===== config.mk =====
export PLATFORM = sky130hd
export DESIGN_NAME = ocpwm_channel
export DESIGN_NICKNAME = d
export VERILOG_FILES = /design/src/rtl/ocpwm_pkg.sv /design/src/rtl/ocpwm_timebase.sv /design/src/rtl/ocpwm_regs.sv /design/src/rtl/ocpwm_pin.sv /design/src/rtl/ocpwm_flags.sv /design/src/rtl/ocpwm_channel.sv
export SDC_FILE = /design/constraint.sdc
export NUM_CORES = 1
export LEC_CHECK = 0
export ABC_CLOCK_PERIOD_IN_PS = 2800
export BUFFER_PORTS_ARGS = -buffer_cell sky130_fd_sc_hd__buf_2
export CORE_MARGIN = 4
export CORE_UTILIZATION = 29
export CTS_BUF_LIST = sky130_fd_sc_hd__clkbuf_4 sky130_fd_sc_hd__clkbuf_8
export CTS_CLUSTER_SIZE = 20
export DETAILED_ROUTE_END_ITERATION = 16
export REMOVE_ABC_BUFFERS = 1
export SYNTH_ARGS = -nofsm -noshare
export SYNTH_HDL_FRONTEND = slang
export SYNTH_HIERARCHICAL = 1
export SYNTH_SLANG_ARGS = --single-unit

===== constraint.sdc =====
create_clock -name clk -period 2.8 [get_ports clk]
set_clock_uncertainty 0.1 [all_clocks]
set_input_delay 0 -clock clk [delete_from_list [all_inputs] [get_ports clk]]
set_output_delay 0 -clock clk [all_outputs]
set_load 0.01 [all_outputs]

===== src/rtl/ocpwm_pkg.sv =====
package ocpwm_pkg;
  localparam logic [2:0] MODE_OFF = 3'd0;
  localparam logic [2:0] MODE_SET = 3'd1;
  localparam logic [2:0] MODE_CLR = 3'd2;
  localparam logic [2:0] MODE_TOG = 3'd3;
  localparam logic [2:0] MODE_PWM = 3'd4;

  localparam logic [2:0] ADDR_MODE   = 3'd0;
  localparam logic [2:0] ADDR_CMP    = 3'd1;
  localparam logic [2:0] ADDR_SHADOW = 3'd2;
  localparam logic [2:0] ADDR_PERIOD = 3'd3;
  localparam logic [2:0] ADDR_ENABLE = 3'd4;
  localparam logic [2:0] ADDR_CLEAR  = 3'd5;

  function automatic logic is_match_mode(input logic [2:0] m);
    return (m == MODE_SET) || (m == MODE_CLR) || (m == MODE_TOG);
  endfunction
endpackage


===== src/rtl/ocpwm_timebase.sv =====
module ocpwm_timebase #(
  parameter int W = 8
) (
  input  logic         clk,
  input  logic         rst,
  input  logic [W-1:0] period,
  output logic [W-1:0] count,
  output logic [W-1:0] count_next,
  output logic         period_match
);
  function automatic logic [W-1:0] advance(input logic [W-1:0] c, input logic [W-1:0] p);
    return (c == p) ? '0 : c + 1'b1;
  endfunction

  assign period_match = (count == period);
  assign count_next   = advance(count, period);

  always_ff @(posedge clk) begin
    if (rst) count <= '0;
    else     count <= count_next;
  end

  assert_wrap_R1: assert property (@(posedge clk) disable iff (rst)
    period_match |=> (count == '0));
endmodule


===== src/rtl/ocpwm_regs.sv =====
module ocpwm_regs
  import ocpwm_pkg::*;
#(
  parameter int W = 8
) (
  input  logic         clk,
  input  logic         rst,
  input  logic         wr_en,
  input  logic [2:0]   wr_addr,
  input  logic [W-1:0] wr_data,
  input  logic         period_match,
  output logic [2:0]   mode,
  output logic [W-1:0] primary,
  output logic [W-1:0] primary_next,
  output logic [W-1:0] period,
  output logic         cmp_ie,
  output logic         tmr_ie,
  output logic         clr_cmp,
  output logic         clr_tmr
);
  logic [W-1:0] shadow;
  logic         shadow_load;

  function automatic logic hit(input logic en, input logic [2:0] a, input logic [2:0] want);
    return en && (a == want);
  endfunction

  assign shadow_load = (mode == MODE_PWM) && period_match;
  assign clr_cmp     = hit(wr_en, wr_addr, ADDR_CLEAR) && wr_data[0];
  assign clr_tmr     = hit(wr_en, wr_addr, ADDR_CLEAR) && wr_data[1];

  always_comb begin
    primary_next = primary;
    if (shadow_load)                         primary_next = shadow;
    else if (hit(wr_en, wr_addr, ADDR_CMP))  primary_next = wr_data;
  end

  always_ff @(posedge clk) begin
    if (rst) begin
      mode    <= MODE_OFF;
      primary <= '0;
      shadow  <= '0;
      period  <= '1;
      cmp_ie  <= 1'b0;
      tmr_ie  <= 1'b0;
    end else begin
      primary <= primary_next;
      if (hit(wr_en, wr_addr, ADDR_MODE))   mode   <= wr_data[2:0];
      if (hit(wr_en, wr_addr, ADDR_SHADOW)) shadow <= wr_data;
      if (hit(wr_en, wr_addr, ADDR_PERIOD)) period <= wr_data;
      if (hit(wr_en, wr_addr, ADDR_ENABLE)) begin
        cmp_ie <= wr_data[0];
        tmr_ie <= wr_data[1];
      end
    end
  end

  assert_shadow_load_R8: assert property (@(posedge clk) disable iff (rst)
    ((mode == MODE_PWM) && period_match) |=> (primary == $past(shadow)));
endmodule


===== src/rtl/ocpwm_pin.sv =====
module ocpwm_pin
  import ocpwm_pkg::*;
#(
  parameter int W = 8
) (
  input  logic         clk,
  input  logic         rst,
  input  logic [2:0]   mode,
  input  logic         compare_match,
  input  logic [W-1:0] count,
  input  logic [W-1:0] primary,
  input  logic [W-1:0] count_next,
  input  logic [W-1:0] primary_next,
  output logic         pin
);
  logic pin_d;

  function automatic logic pwm_level(input logic [W-1:0] c, input logic [W-1:0] duty);
    return c < duty;
  endfunction

  always_comb begin
    case (mode)
      MODE_SET: pin_d = compare_match ? 1'b1 : pin;
      MODE_CLR: pin_d = compare_match ? 1'b0 : pin;
      MODE_TOG: pin_d = compare_match ? ~pin : pin;
      MODE_PWM: pin_d = pwm_level(count_next, primary_next);
      default:  pin_d = 1'b0;
    endcase
  end

  always_ff @(posedge clk) begin
    if (rst) pin <= 1'b0;
    else     pin <= pin_d;
  end

  assert_off_low_R2: assert property (@(posedge clk) disable iff (rst)
    ((mode == MODE_OFF) || (mode > MODE_PWM)) |=> !pin);
  assert_pwm_level_R7: assert property (@(posedge clk) disable iff (rst)
    ($past(mode) == MODE_PWM) |-> (pin == (count < primary)));
endmodule


===== src/rtl/ocpwm_flags.sv =====
module ocpwm_flags
  import ocpwm_pkg::*;
(
  input  logic       clk,
  input  logic       rst,
  input  logic [2:0] mode,
  input  logic       compare_match,
  input  logic       period_match,
  input  logic       clr_cmp,
  input  logic       clr_tmr,
  input  logic       cmp_ie,
  input  logic       tmr_ie,
  output logic       irq
);
  logic cmp_flag, tmr_flag, cmp_set;

  assign cmp_set = compare_match && is_match_mode(mode);
  assign irq     = (cmp_flag && cmp_ie) || (tmr_flag && tmr_ie);

  always_ff @(posedge clk) begin
    if (rst) begin
      cmp_flag <= 1'b0;
      tmr_flag <= 1'b0;
    end else begin
      cmp_flag <= cmp_set      || (cmp_flag && !clr_cmp);
      tmr_flag <= period_match || (tmr_flag && !clr_tmr);
    end
  end

  assert_cmp_quiet_R3: assert property (@(posedge clk) disable iff (rst)
    (!is_match_mode(mode)) |=> !$rose(cmp_flag));
  assert_cmp_set_R3: assert property (@(posedge clk) disable iff (rst)
    (compare_match && is_match_mode(mode)) |=> cmp_flag);
  assert_tmr_set_R4: assert property (@(posedge clk) disable iff (rst)
    period_match |=> tmr_flag);
  assert_sticky_R5: assert property (@(posedge clk) disable iff (rst)
    (cmp_flag && !clr_cmp) |=> cmp_flag);
endmodule


===== src/rtl/ocpwm_channel.sv =====
module ocpwm_channel
  import ocpwm_pkg::*;
#(
  parameter int W = 8
) (
  input  logic         clk,
  input  logic         rst,
  input  logic         wr_en,
  input  logic [2:0]   wr_addr,
  input  logic [W-1:0] wr_data,
  output logic         pin_out,
  output logic         irq
);
  logic [W-1:0] count, count_next, primary, primary_next, period;
  logic [2:0]   mode;
  logic         period_match, compare_match;
  logic         cmp_ie, tmr_ie, clr_cmp, clr_tmr;

  assign compare_match = (count == primary);

  ocpwm_timebase #(.W(W)) u_timebase (
    .clk(clk), .rst(rst), .period(period), .count(count),
    .count_next(count_next), .period_match(period_match));

  ocpwm_regs #(.W(W)) u_regs (
    .clk(clk), .rst(rst), .wr_en(wr_en), .wr_addr(wr_addr), .wr_data(wr_data),
    .period_match(period_match), .mode(mode), .primary(primary),
    .primary_next(primary_next), .period(period), .cmp_ie(cmp_ie),
    .tmr_ie(tmr_ie), .clr_cmp(clr_cmp), .clr_tmr(clr_tmr));

  ocpwm_pin #(.W(W)) u_pin (
    .clk(clk), .rst(rst), .mode(mode), .compare_match(compare_match),
    .count(count), .primary(primary), .count_next(count_next),
    .primary_next(primary_next), .pin(pin_out));

  ocpwm_flags u_flags (
    .clk(clk), .rst(rst), .mode(mode), .compare_match(compare_match),
    .period_match(period_match), .clr_cmp(clr_cmp), .clr_tmr(clr_tmr),
    .cmp_ie(cmp_ie), .tmr_ie(tmr_ie), .irq(irq));
endmodule


Word level (Yosys, flattened, before mapping):

Cells that the tools add are included.

* logic and storage cells: 57
* register bits: 40
* input port bits: 14
* output and inout bits: 2

* eq/ne operators: 14
* magnitude comparators: 1
* multiplexer cells: 7
* bitwise logic cells: 1
* add/subtract/negate cells: 1
* reductions and logical operators: 23

Operators by type and width (count)
* $mux 8: 3
* $eq 8x8->1: 2
* $logic_and 1x1->1: 14
* $eq 3x2->1 const B: 4
* $eq 3x3->1 const B: 3
* $add 8x1->8 const B: 1
* $lt 8x8->1: 1
* $eq 3x1->1 const B: 2
* $ne 2x1->1 const B: 3
* $logic_or 1x1->1: 5
* $pmux 1 s4: 1
* $logic_not 3->1: 1
* $mux 1: 3
* $reduce_and 3->1: 1
* $logic_not 1->1: 2
* $not 1->1: 1

Depth between registers and ports, before layout:

Gate-level depths: netlist of the first run.

* depth in word-level cells: 6
* gate-level depth with buffers: 15
* gate-level depth less buffers: 12

Cells and area by module:

The synthesis of the first run kept the hierarchy.

Modules (own cells, without submodules)
* ocpwm_regs: area each 1233.7 um^2, times used 1, cells an instance 130, seq. area each 580.6 um^2
* ocpwm_timebase: area each 518.0 um^2, times used 1, cells an instance 55, seq. area each 160.2 um^2
* ocpwm_pin: area each 247.7 um^2, times used 1, cells an instance 34, seq. area each 20.0 um^2
* ocpwm_flags: area each 92.6 um^2, times used 1, cells an instance 10, seq. area each 40.0 um^2
* ocpwm_channel: area each 86.3 um^2, times used 1, cells an instance 11, seq. area each 0.0 um^2

Worst setup path before layout of the first run:

No wires, ideal clock.

* path kind: register to register
* from: register u_timebase.count[2]
* to: register u_pin.pin
* setup time: 0.074 ns
* arrival: 2.739 ns
* required time: 2.626 ns
* period minus slack after synthesis: 2.913 ns
* cell stages (with the launch flop): 15
* slack: -0.113 ns
* path buffers: 3
* path through: dfxtp_1 -> xor2_1 -> nor4_4 -> buf_4 -> and2_1 -> nand4bb_1 -> clkbuf_1 -> clkbuf_1 -> a21oi_1 -> inv_1 -> ha_1 -> a211o_1 -> a21oi_1 -> o21ai_0 -> a31oi_1

* longest elaborated chain between the ends: 5
* elaborated cells between the ends (all ways): 12
* those cells by class: add/sub (1); order compare (1); eq/ne (5); mux (3); reduce/logical (2)

RTL lines
* start: declaration: line ocpwm_timebase.sv:7 `output logic [W-1:0] count,`
* start signal: assignment: line ocpwm_timebase.sv:20 `else count <= count_next;`
* $eq 8x8->1: line ocpwm_timebase.sv:15 `assign period_match = (count == period);`
* via period_match: line ocpwm_channel.sv:16 `logic period_match, compare_match;`
* $logic_and 1x1->1: line ocpwm_regs.sv:28 `assign shadow_load = (mode == MODE_PWM) && period_match;`
* $mux 8: line ocpwm_regs.sv:34 `if (shadow_load) primary_next = shadow;`
* via primary_next[5]: line ocpwm_channel.sv:14 `logic [W-1:0] count, count_next, primary, primary_next, period;`
* $lt 8x8->1: line ocpwm_pin.sv:19 `return c < duty;`
* $pmux 1 s4: line ocpwm_pin.sv:23 `case (mode)`
* end signal: assignment: line ocpwm_pin.sv:34 `else pin <= pin_d;`
* end: declaration: line ocpwm_pin.sv:14 `output logic pin`

The timed path passes the listed nets, and every way through them passes these cells.
A chain may end at the register's enable or synchronous reset.

Worst setup path after layout of the first run:

* from: register u_timebase.count[7]
* to: register u_pin.pin

The elaborated chain is that of the path after synthesis.

==> results of run 1 <==
[through the flow]
stage	instances	hold slack [ps]	setup WS, ps
floorplan	228	-37.6	-505
global placement	354	164	248
detailed placement	354	168	182
CTS	370	51.5	158
global route	372	81.2	-12.8
finish	372	60.5	214
[sequential cells by signal, summed over array words and instances (netlist names)]
register,flops
u_regs/period,8
u_regs/primary,8
u_regs/shadow,8
u_timebase/count,8
u_regs/mode,3
u_flags/cmp_flag,1
u_flags/tmr_flag,1
u_pin/pin,1
u_regs/cmp_ie,1
u_regs/tmr_ie,1
[per-layer routing]
layer	up-vias	GRT usage (%)	share of wire, %
met2	34	20.3	48
met3	6	2.63	4.8
met4	0	4.69	1.5
met1	875	17.0	46
met5	-	0	0
li1	920	-	-
[layout make-up]
type	count	area, um^2
Multi-Input combinational cell	176	1300
Tap cell	99	124
Clock buffer	8	97.6
Sequential cell	40	801
Inverter	12	45.0
Timing Repair Buffer	37	262
Fill cell	779	4670
[Yosys cell counts (3+ instances only)]
cell type	number	area share (%)
clkbuf_1	6	1.0
nand3b_1	8	2.8
a211oi_1	13	4.5
dfxtp_1	40	37
or3_1	3	0.86
nand2_1	20	3.4
inv_1	11	1.9
mux2i_1	21	9.6
nand3_1	3	0.69
nor2_1	25	4.3
a22oi_1	3	1.0
ha_1	8	4.6
a221oi_1	3	1.2
xnor2_1	9	3.6
a21oi_1	16	3.7
o21ai_0	4	0.92
nand4_1	3	0.86
xor2_1	10	4.0
[placed cells by master, fill, tap and decap left out, types with 2 or more instances in the layout]
| cell type | count |
|---|---|
| inv_1 | 11 |
| xnor2_1 | 9 |
| nand3b_1 | 8 |
| xor2_1 | 10 |
| o21ai_0 | 4 |
| dlygate4sd3_1 | 8 |
| buf_2 | 16 |
| a21oi_1 | 16 |
| nor4_4 | 2 |
| or3_1 | 3 |
| clkbuf_4 | 2 |
| clkbuf_8 | 6 |
| dfxtp_1 | 40 |
| nand4b_1 | 2 |
| buf_4 | 12 |
| mux2i_1 | 21 |
| and4_1 | 2 |
| nand3_1 | 3 |
| ha_1 | 8 |
| nand2_1 | 20 |
| a211o_1 | 2 |
| a31oi_1 | 2 |
| nand4_1 | 3 |
| nor2_1 | 24 |
| a22oi_1 | 3 |
| a211oi_1 | 13 |
| a221oi_1 | 3 |
| nand2b_1 | 2 |
[worst max path at each step]
stage / end / slack (ps)
after floorplan: u_pin/pin$_SDFFE_PP0P_ / -510
after global placement: u_pin/pin$_SDFFE_PP0P_ / 250
after detailed placement: u_pin/pin$_SDFFE_PP0P_ / 180
after CTS: u_pin/pin$_SDFFE_PP0P_ / 160
after global routing: u_pin/pin$_SDFFE_PP0P_ / -10
final: u_pin/pin$_SDFFE_PP0P_ / 210
[worst max-delay path: stages, from the launching register on]
cell and delay [ps]:
dfxtp_1 350, xor2_1 170, nor4_4 290, and2_4 210, nand4bb_4 130, buf_6 170, nor2_1 130, a21oi_1 60
inv_1 60, ha_1 230, a211o_1 260, a21oi_1 110, o21ai_0 90, a31oi_1 160
[what timing repair did]
item                       CTS  global route
hold endpoints to repair    21             0
buffers inserted             0             1
resized for setup            0             4
hold buffers                 8             0
setup endpoints to repair    0             1
[logic make-up after synthesis]
kind of cell    count (synthesis)
compound gates                 47
xor+xnor                       19
fa+ha+maj                       8
buf+inv                        24
flops                          40
mux                            21
simple gates                   81
[power groups by stage]
stage	logic, uW	clock network, uW	registers, uW
after floorplan	77.0	0	609
after global placement	132	0	608
after detailed placement	134	0	609
after CTS	144	427	595
after global routing	159	450	597
final	142	410	595
==> metrics, run 1 <==
Bufs on Longest Clock Path 2; row count 31; RR Startpoint u_timebase/count[7]$_SDFF_PP0_; core area 0.00729 mm^2; main combinational cell family by area after synthesis simple AND/OR/NAND/NOR gates; Seq/Total Area, Yosys about 37%; Final HPWL DP between 3 and 4 mm; Die Ht around 95 um; final hold violation count 0; CP max FO 11; average size of a mapped cell ~9.1 um^2; Clock Power Share between 30% and 40%; adder-cell share of the synthesized area 4.60%; Synth Area in Simple Gates around 22%; final wirelength ~5.3 mm; dpl cell area between 0.002 and 0.0025 mm^2; Synth Warn # 6; port bufs 15; reg2reg path depth 13; Max Cap Violations 0; Critical Path Source u_timebase/count[7]$_SDFF_PP0_; Cell Area, Synth about 0.0022 mm^2; Net Sw Power roughly 280 uW; 1st-iter DRT viols between 150 and 200; Startpoint Class flip-flop; Residual DRC 0; Leak about 0.0010 uW; die area 0.00896 mm^2; Overall Global Routing Usage approximately 13%; Post-synth EDFFs 0; worst reg2reg setup slack roughly 210 ps; Final Slew Violations 0; Finished Core Util roughly 36%; nets ~300; sw frac approximately 24%; Pint approximately 870 uW; vias post-DR 1,835; Die X between 90 and 100 um; Hold Crit Class in -> reg; hold_sp wr_addr[1]; Synth Flop Type dfxtp_1; Post-Synthesis Cells 240; Remaining Overflow, GRT 0; CP arrival roughly 2700 ps; status finished clean; hold depth 4; global placement routability congestion a little under 0.9; peak supply drop roughly 0.14 mV; post-synth cell types 44; CTS tree yes; # diodes 0; mux contribution to synthesized area around 9.6%; WHS Endpoint u_regs/mode[0]$_SDFFE_PP0P_; Crit. End Element flip-flop; post-DR wirelength/cell between 10 and 15 um; vias in the first global route ~1,800; Final period util between 90% and 100%; Final Cell Area ~0.0026 mm^2; sequential share of power between 50% and 60%; Comb pwr share about an eighth; worst slew pin tran 716 ps; setup TNS 0 ps; DRT Pass-1 Iters 4; final setup vio count 0; Num CTS Buffers 5; antenna violations before repair 0; Via-to-Cell Ratio about 4.9; post-synthesis xor/xnor area fraction ~7.6%; first-pass GRT wire length 8.86 mm; Req. time, crit path around 2900 ps; CTS sink count 40; PD cells 437 mW/mm^2; Initial Util between 20 and 30%; minimum clock period 2590 ps; Compound-Gate Fraction of Synth Area around 14%; root buf cell clkbuf_8; #FFs+latches synth 40; Critical Setup Path Class reg -> reg; antenna-violating nets left 0; Tot Pwr between 1000 and 1500 uW; largest net degree at the start of global routing between 40 and 50; Max Fclk between 300 and 400 MHz; worst skew pair latency between 200 and 300 ps; Ports 16; Clk pin slew, worst setup/hold paths roughly 80 ps; H-tree depth 2; area grow syn2layout 20.6%; FFs w/ async S/R, synth 0%; reg-to-reg critical path endpoint u_pin/pin$_SDFFE_PP0P_; layout cell share with drive strength beyond 1 between 10% and 20%; Slew Limit Headroom a little over half
(Power assumes the default switching activity.)
==> run 2: changes to the inputs <==
==> constraint.sdc (replaced) <==
create_clock -name clk -period 2.8 [get_ports clk]
set_clock_uncertainty 0.1 [all_clocks]
set_input_delay 0.28 -clock clk [delete_from_list [all_inputs] [get_ports clk]]
set_output_delay 0.28 -clock clk [all_outputs]
set_load 0.01 [all_outputs]
==> run 2 against run 1 <==
Sequential power barely moved. Final cell count decreased by 1.9%. Sequential share of layout area up 0.90 points. Non-clock buffer count decreased by 7. Critical path depth did not move. Setup slack lost 18 ps. Global-route usage shrank 0.20 points. Largest cell class unchanged.
==> metrics, run 2 (synthesized netlist as in run 1, its figures left out) <==
status finished clean (unchanged); row count 31 (unchanged); H-tree depth 2 (unchanged); die area 0.00896 mm^2 (unchanged); Clk pin slew, worst setup/hold paths 80 ps (about the same); CTS tree yes (unchanged); Layout fillers 815 (was 779); largest net degree at the start of global routing 41 (unchanged); Post-Layout Cell Count 365 (was 372); antenna violations before repair 0 (unchanged); area of the multi-input gates 0.00130 mm^2 (unchanged); Leak 0.000972 uW (was 0.000999 uW); Hold Crit Class in -> reg (unchanged); Overall Global Routing Usage 12.5% (was 12.7%); final wirelength 5.22 mm (was 5.27 mm); sequential share of power 52.0% (was 51.9%); Via-to-Cell Ratio 4.90 (was 4.93); vias post-DR 1,787 (was 1,835); CTS sink count 40 (unchanged); FF/Latch Area 802 um^2 (was 801 um^2); smallest setup slack after layout 196 ps (was 214 ps); Crit. End Element flip-flop (unchanged); Final period util 93.0% (was 92.4%); final setup vio count 0 (unchanged); DRT Pass-1 Iters 4 (unchanged); dpl cell area 0.00241 mm^2 (unchanged); Startpoint Class flip-flop (unchanged); # hold bufs at CTS 0 (was 8); root buf cell clkbuf_8 (unchanged); Pint 861 uW (was 869 uW); Req. time, crit path 2920 ps (about the same); area grow syn2layout 17.3% (was 20.6%); most common cell after layout, fill and taps aside dfxtp_1 (unchanged); Initial Util 29.9% (unchanged); Comb pwr share 11.6% (was 12.4%); Num CTS Buffers 5 (unchanged); peak supply drop 0.159 mV (was 0.141 mV); core area 0.00729 mm^2 (unchanged); Max Cap Violations 0 (unchanged); Max Fclk 384 MHz (was 387 MHz); Final Cell Area 0.00255 mm^2 (was 0.00263 mm^2); first-pass GRT wire length 8.78 mm (was 8.86 mm); global placement routability congestion 0.873 (was 0.879); Remaining Overflow, GRT 0 (unchanged); Net Sw Power 284 uW (was 279 uW); Slew Limit Headroom 50.5% (was 52.3%); Final HPWL DP 3.81 mm (was 3.82 mm); worst skew pair latency 290 ps (about the same); Die X 94.7 um (unchanged); final hold violation count 0 (unchanged); placed insts 354 (unchanged); sw frac 24.8% (was 24.3%); 1st-iter DRT viols 223 (was 186); most frequent cells in the layout dfxtp_1, nor2_1, mux2i_1 (unchanged); worst reg2reg setup slack 200 ps (was 210 ps); setup TNS 0 ps (unchanged); nets 287 (was 294); CP arrival 2720 ps (was 2710 ps); Final Slew Violations 0 (unchanged); port bufs 15 (unchanged); post-DR wirelength/cell 14.3 um (was 14.2 um); CP max FO 11 (unchanged); worst slew pin tran 743 ps (was 716 ps); PD cells 448 mW/mm^2 (was 437 mW/mm^2); RSZ-0062 raised after global routing no; vias in the first global route 1,768 (was 1,821); Clock Power Share 36.4% (was 35.7%); layout cell share with drive strength beyond 1 18.8% (was 17.6%); Setup WS pre-CTS 171 ps (was 182 ps); antenna-violating nets left 0 (unchanged); # diodes 0 (unchanged); minimum clock period 2600 ps (was 2590 ps); Bufs on Longest Clock Path 2 (unchanged); Ports 16 (unchanged); Residual DRC 0 (unchanged); Die Ht 94.7 um (unchanged); Critical Setup Path Class reg -> reg (unchanged)
## run 2: final cells by class
| class | count | share of cell area (%) |
|---|---|---|
| multi-input combinational | 176 | 50.8 |
| sequential | 40 | 31.4 |
| inverter | 12 | 1.76 |
| timing repair buffer | 30 | 7.39 |
| tap | 99 | 4.85 |
| clock buffer | 8 | 3.82 |
## run 2: repair_timing
item / CTS / global route
gates resized for setup: 0 / 5
setup endpoints to repair: 0 / 1
setup buffers: 0 / 2
## run 2: power by group through the flow
stage	clock network, uW	logic [uW]	registers, uW
3_3_place_gp	0	132	608
5_1_grt	455	150	597
3_5_place_dp	0	133	609
4_1_cts	433	134	595
6_report	417	133	596
2_1_floorplan	0	77.0	609
## run 2: worst max-delay path, cell delays in order, from the launching register on
cell and delay, ps:
dfxtp_1 330, xor2_1 180, nor4_4 300, and2_4 210
nand4bb_4 130, buf_6 170, nor2_1 120, a21oi_1 50
inv_1 70, ha_1 240, nand2_1 70, nand4b_1 100
a211o_1 300, a31oi_1 140
## run 2: metal layers
| layer | GRT usage, % | share of wire [%] | wire length (um) |
|---|---|---|---|
| met5 | 0 | 0 | 0 |
| met4 | 4.81 | 1.6 | 82 |
| met3 | 2.15 | 3.3 | 173 |
| met2 | 20.6 | 48 | 2510 |
| met1 | 16.4 | 47 | 2460 |
## run 2: final timing paths
| kind | end | from | depth (start not counted) |
|---|---|---|---|
| max | u_pin/pin$_SDFFE_PP0P_ | u_regs/period[7]$_SDFFE_PP1P_ | 13 |
| min | u_regs/period[5]$_SDFFE_PP1P_ | wr_data[5] | 3 |
| max reg2reg | u_pin/pin$_SDFFE_PP0P_ | u_regs/period[7]$_SDFFE_PP1P_ | 13 |
| min reg2reg | u_regs/period[4]$_SDFFE_PP1P_ | u_regs/period[4]$_SDFFE_PP1P_ | 2 |
## run 2: per-stage QoR
step           power [uW]  hold slack (ps)  util [%]
2_1_floorplan         686              242         -
3_3_place_gp          740              377      33.1
3_5_place_dp          742              380      33.1
4_1_cts              1160              145      34.4
5_1_grt              1200              171      35.0
6_report             1150              152      35.0
==> run 3: changes to the inputs <==
--- a/config.mk
+++ b/config.mk
@@ -5,6 +5,7 @@
 export SDC_FILE = /design/constraint.sdc
 export NUM_CORES = 1
 export LEC_CHECK = 0
+export ABC_AREA = 0
 export ABC_CLOCK_PERIOD_IN_PS = 2800
 export BUFFER_PORTS_ARGS = -buffer_cell sky130_fd_sc_hd__buf_2
 export CORE_MARGIN = 4
@@ -15,5 +16,4 @@
 export REMOVE_ABC_BUFFERS = 1
 export SYNTH_ARGS = -nofsm -noshare
 export SYNTH_HDL_FRONTEND = slang
-export SYNTH_HIERARCHICAL = 1
 export SYNTH_SLANG_ARGS = --single-unit
==> run 3 against run 2 <==
Combinational power up 9.8%. Final cell count shrank 2.2%. Critical path depth is 4 lower. Largest power group unchanged. Global-route usage is 0.18 points lower. Highest routed layer unchanged. Largest cell class unchanged.
==> metrics, run 3 <==
status finished clean (unchanged); Area contributors post-synth dfxtp_1, xor2_1, nand2_1 (was dfxtp_1, mux2i_1, ha_1); Compound-Gate Fraction of Synth Area 8.57% (was 14.4%); Max Fclk 380 MHz (was 384 MHz); CP max FO 8 (was 11); Die X 93.1 um (was 94.7 um); Synth Flop Type dfxtp_1 (unchanged); Ports 16 (unchanged); Hold Crit Class in -> reg (unchanged); Final Slew Violations 0 (unchanged); worst skew pair latency 290 ps (about the same); worst reg2reg setup slack 170 ps (was 200 ps); mux contribution to synthesized area 9.70% (was 9.65%); Synth Warn # 0 (was 6); global placement routability congestion 0.822 (was 0.873); Setup WS pre-CTS 36.9 ps (was 171 ps); FF/Latch Area 801 um^2 (was 802 um^2); # diodes 0 (unchanged); Num CTS Buffers 5 (unchanged); most frequent cells in the layout dfxtp_1, nand2_1, nor2_1 (was dfxtp_1, nor2_1, mux2i_1); average size of a mapped cell 8.98 um^2 (was 9.08 um^2); hold depth 3 (unchanged); first-pass GRT wire length 8.43 mm (was 8.78 mm); final wirelength 4.99 mm (was 5.22 mm); Synth Area in Simple Gates 26.2% (was 22.0%); CP arrival 2740 ps (was 2720 ps); CTS sink count 40 (unchanged); antenna-violating nets left 0 (unchanged); Final HPWL DP 3.72 mm (was 3.81 mm); Layout fillers 756 (was 815); H-tree depth 2 (unchanged); Critical Setup Path Class reg -> reg (unchanged); biggest area consumer among synthesized cells dfxtp_1 (unchanged); Startpoint Class flip-flop (unchanged); adder-cell share of the synthesized area 4.76% (was 4.60%); # hold bufs at CTS 0 (unchanged); final hold violation count 0 (unchanged); reg2reg path depth 9 (was 13); final setup vio count 0 (unchanged); Max Cap Violations 0 (unchanged); root buf cell clkbuf_8 (unchanged); Die Ht 93.1 um (was 94.7 um); Cell Area, Synth 0.00210 mm^2 (was 0.00218 mm^2); area of the multi-input gates 0.00124 mm^2 (was 0.00130 mm^2); Leak 0.00109 uW (was 0.000972 uW); most common cell after layout, fill and taps aside dfxtp_1 (unchanged); Synth top area share 38.1% (was 36.8%); Via-to-Cell Ratio 4.76 (was 4.90); Clk pin slew, worst setup/hold paths 80 ps (about the same); Slew Limit Headroom 43.4% (was 50.5%); Final period util 94.1% (was 93.0%); commonest cells in the synthesized netlist dfxtp_1, nand2_1, nor2_1 (was dfxtp_1, nor2_1, mux2i_1); Initial Util 30.4% (was 29.9%); minimum clock period 2630 ps (was 2600 ps); post-synthesis xor/xnor area fraction 9.17% (was 7.64%); worst slew pin tran 842 ps (was 743 ps); peak supply drop 0.156 mV (was 0.159 mV); Bufs on Longest Clock Path 2 (unchanged); PD cells 464 mW/mm^2 (was 448 mW/mm^2); CTS tree yes (unchanged); main combinational cell family by area after synthesis simple AND/OR/NAND/NOR gates (unchanged); area grow syn2layout 16.6% (was 17.3%); antenna violations before repair 0 (unchanged); dominant cell by count in the synthesized netlist dfxtp_1 (unchanged); port bufs 15 (unchanged); Req. time, crit path 2910 ps (was 2920 ps); Finished Core Util 35.5% (was 35.0%); Post-Synthesis Cells 234 (was 240); vias post-DR 1,699 (was 1,787); Post-synth EDFFs 0 (unchanged); Overall Global Routing Usage 12.4% (was 12.5%); smallest setup slack after layout 167 ps (was 196 ps); nets 282 (was 287); DRT Pass-1 Iters 4 (unchanged); 1st-iter DRT viols 100 (was 223); core area 0.00691 mm^2 (was 0.00729 mm^2); row count 30 (was 31); post-DR wirelength/cell 14.0 um (was 14.3 um); die area 0.00867 mm^2 (was 0.00896 mm^2); Seq/Total Area, Yosys 38.1% (was 36.8%); layout cell share with drive strength beyond 1 21.1% (was 18.8%); Residual DRC 0 (unchanged); largest net degree at the start of global routing 42 (was 41); #FFs+latches synth 40 (unchanged); FFs w/ async S/R, synth 0% (unchanged); post-synth cell types 43 (was 44); Crit. End Element flip-flop (unchanged); vias in the first global route 1,688 (was 1,768); Remaining Overflow, GRT 0 (unchanged)
[run 3: cell types whose count changed after synthesis, moves of 3 or more]
cell,previous run,this run
mux2_2,0,7
a21oi_1,16,13
inv_1,11,1
a22oi_1,3,0
a221oi_1,3,0
xor2_1,10,21
mux2i_1,21,11
nand2_1,20,39
a211oi_1,13,0
xnor2_1,9,1
nor3_1,1,8
[run 3: timing repair]
action                                  in CTS  in global routing
gates resized for setup                      0                  2
buffers inserted                             0                  5
endpoints found under the setup margin       0                  1
[run 3: power breakdown]
| group | internal [uW] | total [uW] | switching, uW |
|---|---|---|---|
| sequential | 583 | 594 | 10.4 |
| clock | 197 | 398 | 201 |
| combinational | 64.4 | 146 | 81.1 |
[run 3: routing by layer]
metal	wire length (um)	up-vias	track usage [%]
met2	2360	21	19.1
met3	147	6	2.82
met1	2410	815	16.7
met5	0	-	0
met4	68	0	4.76
li1	-	857	-
[run 3: final cells by class]
cell class	instances	share of cell area [%]
Inverter	1	0.153
Sequential cell	40	32.7
Multi-Input combinational cell	181	50.5
Clock inverter	2	0.408
Tap cell	96	4.90
Timing Repair Buffer	31	7.96
Clock buffer	6	3.37
[run 3: worst max-delay path: stages (launching register included)]
cell,delay [ps]
dfxtp_1,330
xor2_1,190
nor4_4,380
nand3_4,220
mux2i_1,270
ha_1,290
a21o_1,180
a21o_1,170
a221o_1,300
o32ai_2,110
[run 3: logic make-up (layout without fill, tap and decap cells)]
family          count (synthesis)  after routing
fa+ha+maj                       8              8
compound gates                 27             27
flops                          40             40
simple gates                  105            105
mux                            19             19
buf+inv                        13             40
xor+xnor                       22             22
[run 3: final timing paths]
check                           startpoint                            end
min                             wr_data[6]  u_regs.period[6]$_SDFFE_PP1P_
max reg2reg  u_regs.period[2]$_SDFFE_PP1P_         u_pin.pin$_SDFFE_PP0P_
max          u_regs.period[2]$_SDFFE_PP1P_         u_pin.pin$_SDFFE_PP0P_
min reg2reg  u_regs.shadow[5]$_SDFFE_PP0P_  u_regs.shadow[5]$_SDFFE_PP0P_
[run 3: stage by stage]
stage / setup TNS, ps / area, um^2 / power [uW] / hold slack (ps) / std cells
2_1_floorplan: -253 / 2030 / 691 / 249 / 222
3_3_place_gp: 0 / 2320 / 749 / 347 / 344
3_5_place_dp: 0 / 2320 / 751 / 352 / 344
4_1_cts: 0 / 2410 / 1150 / 144 / 352
5_1_grt: -4.54 / 2450 / 1190 / 177 / 357
6_report: 0 / 2450 / 1140 / 149 / 357
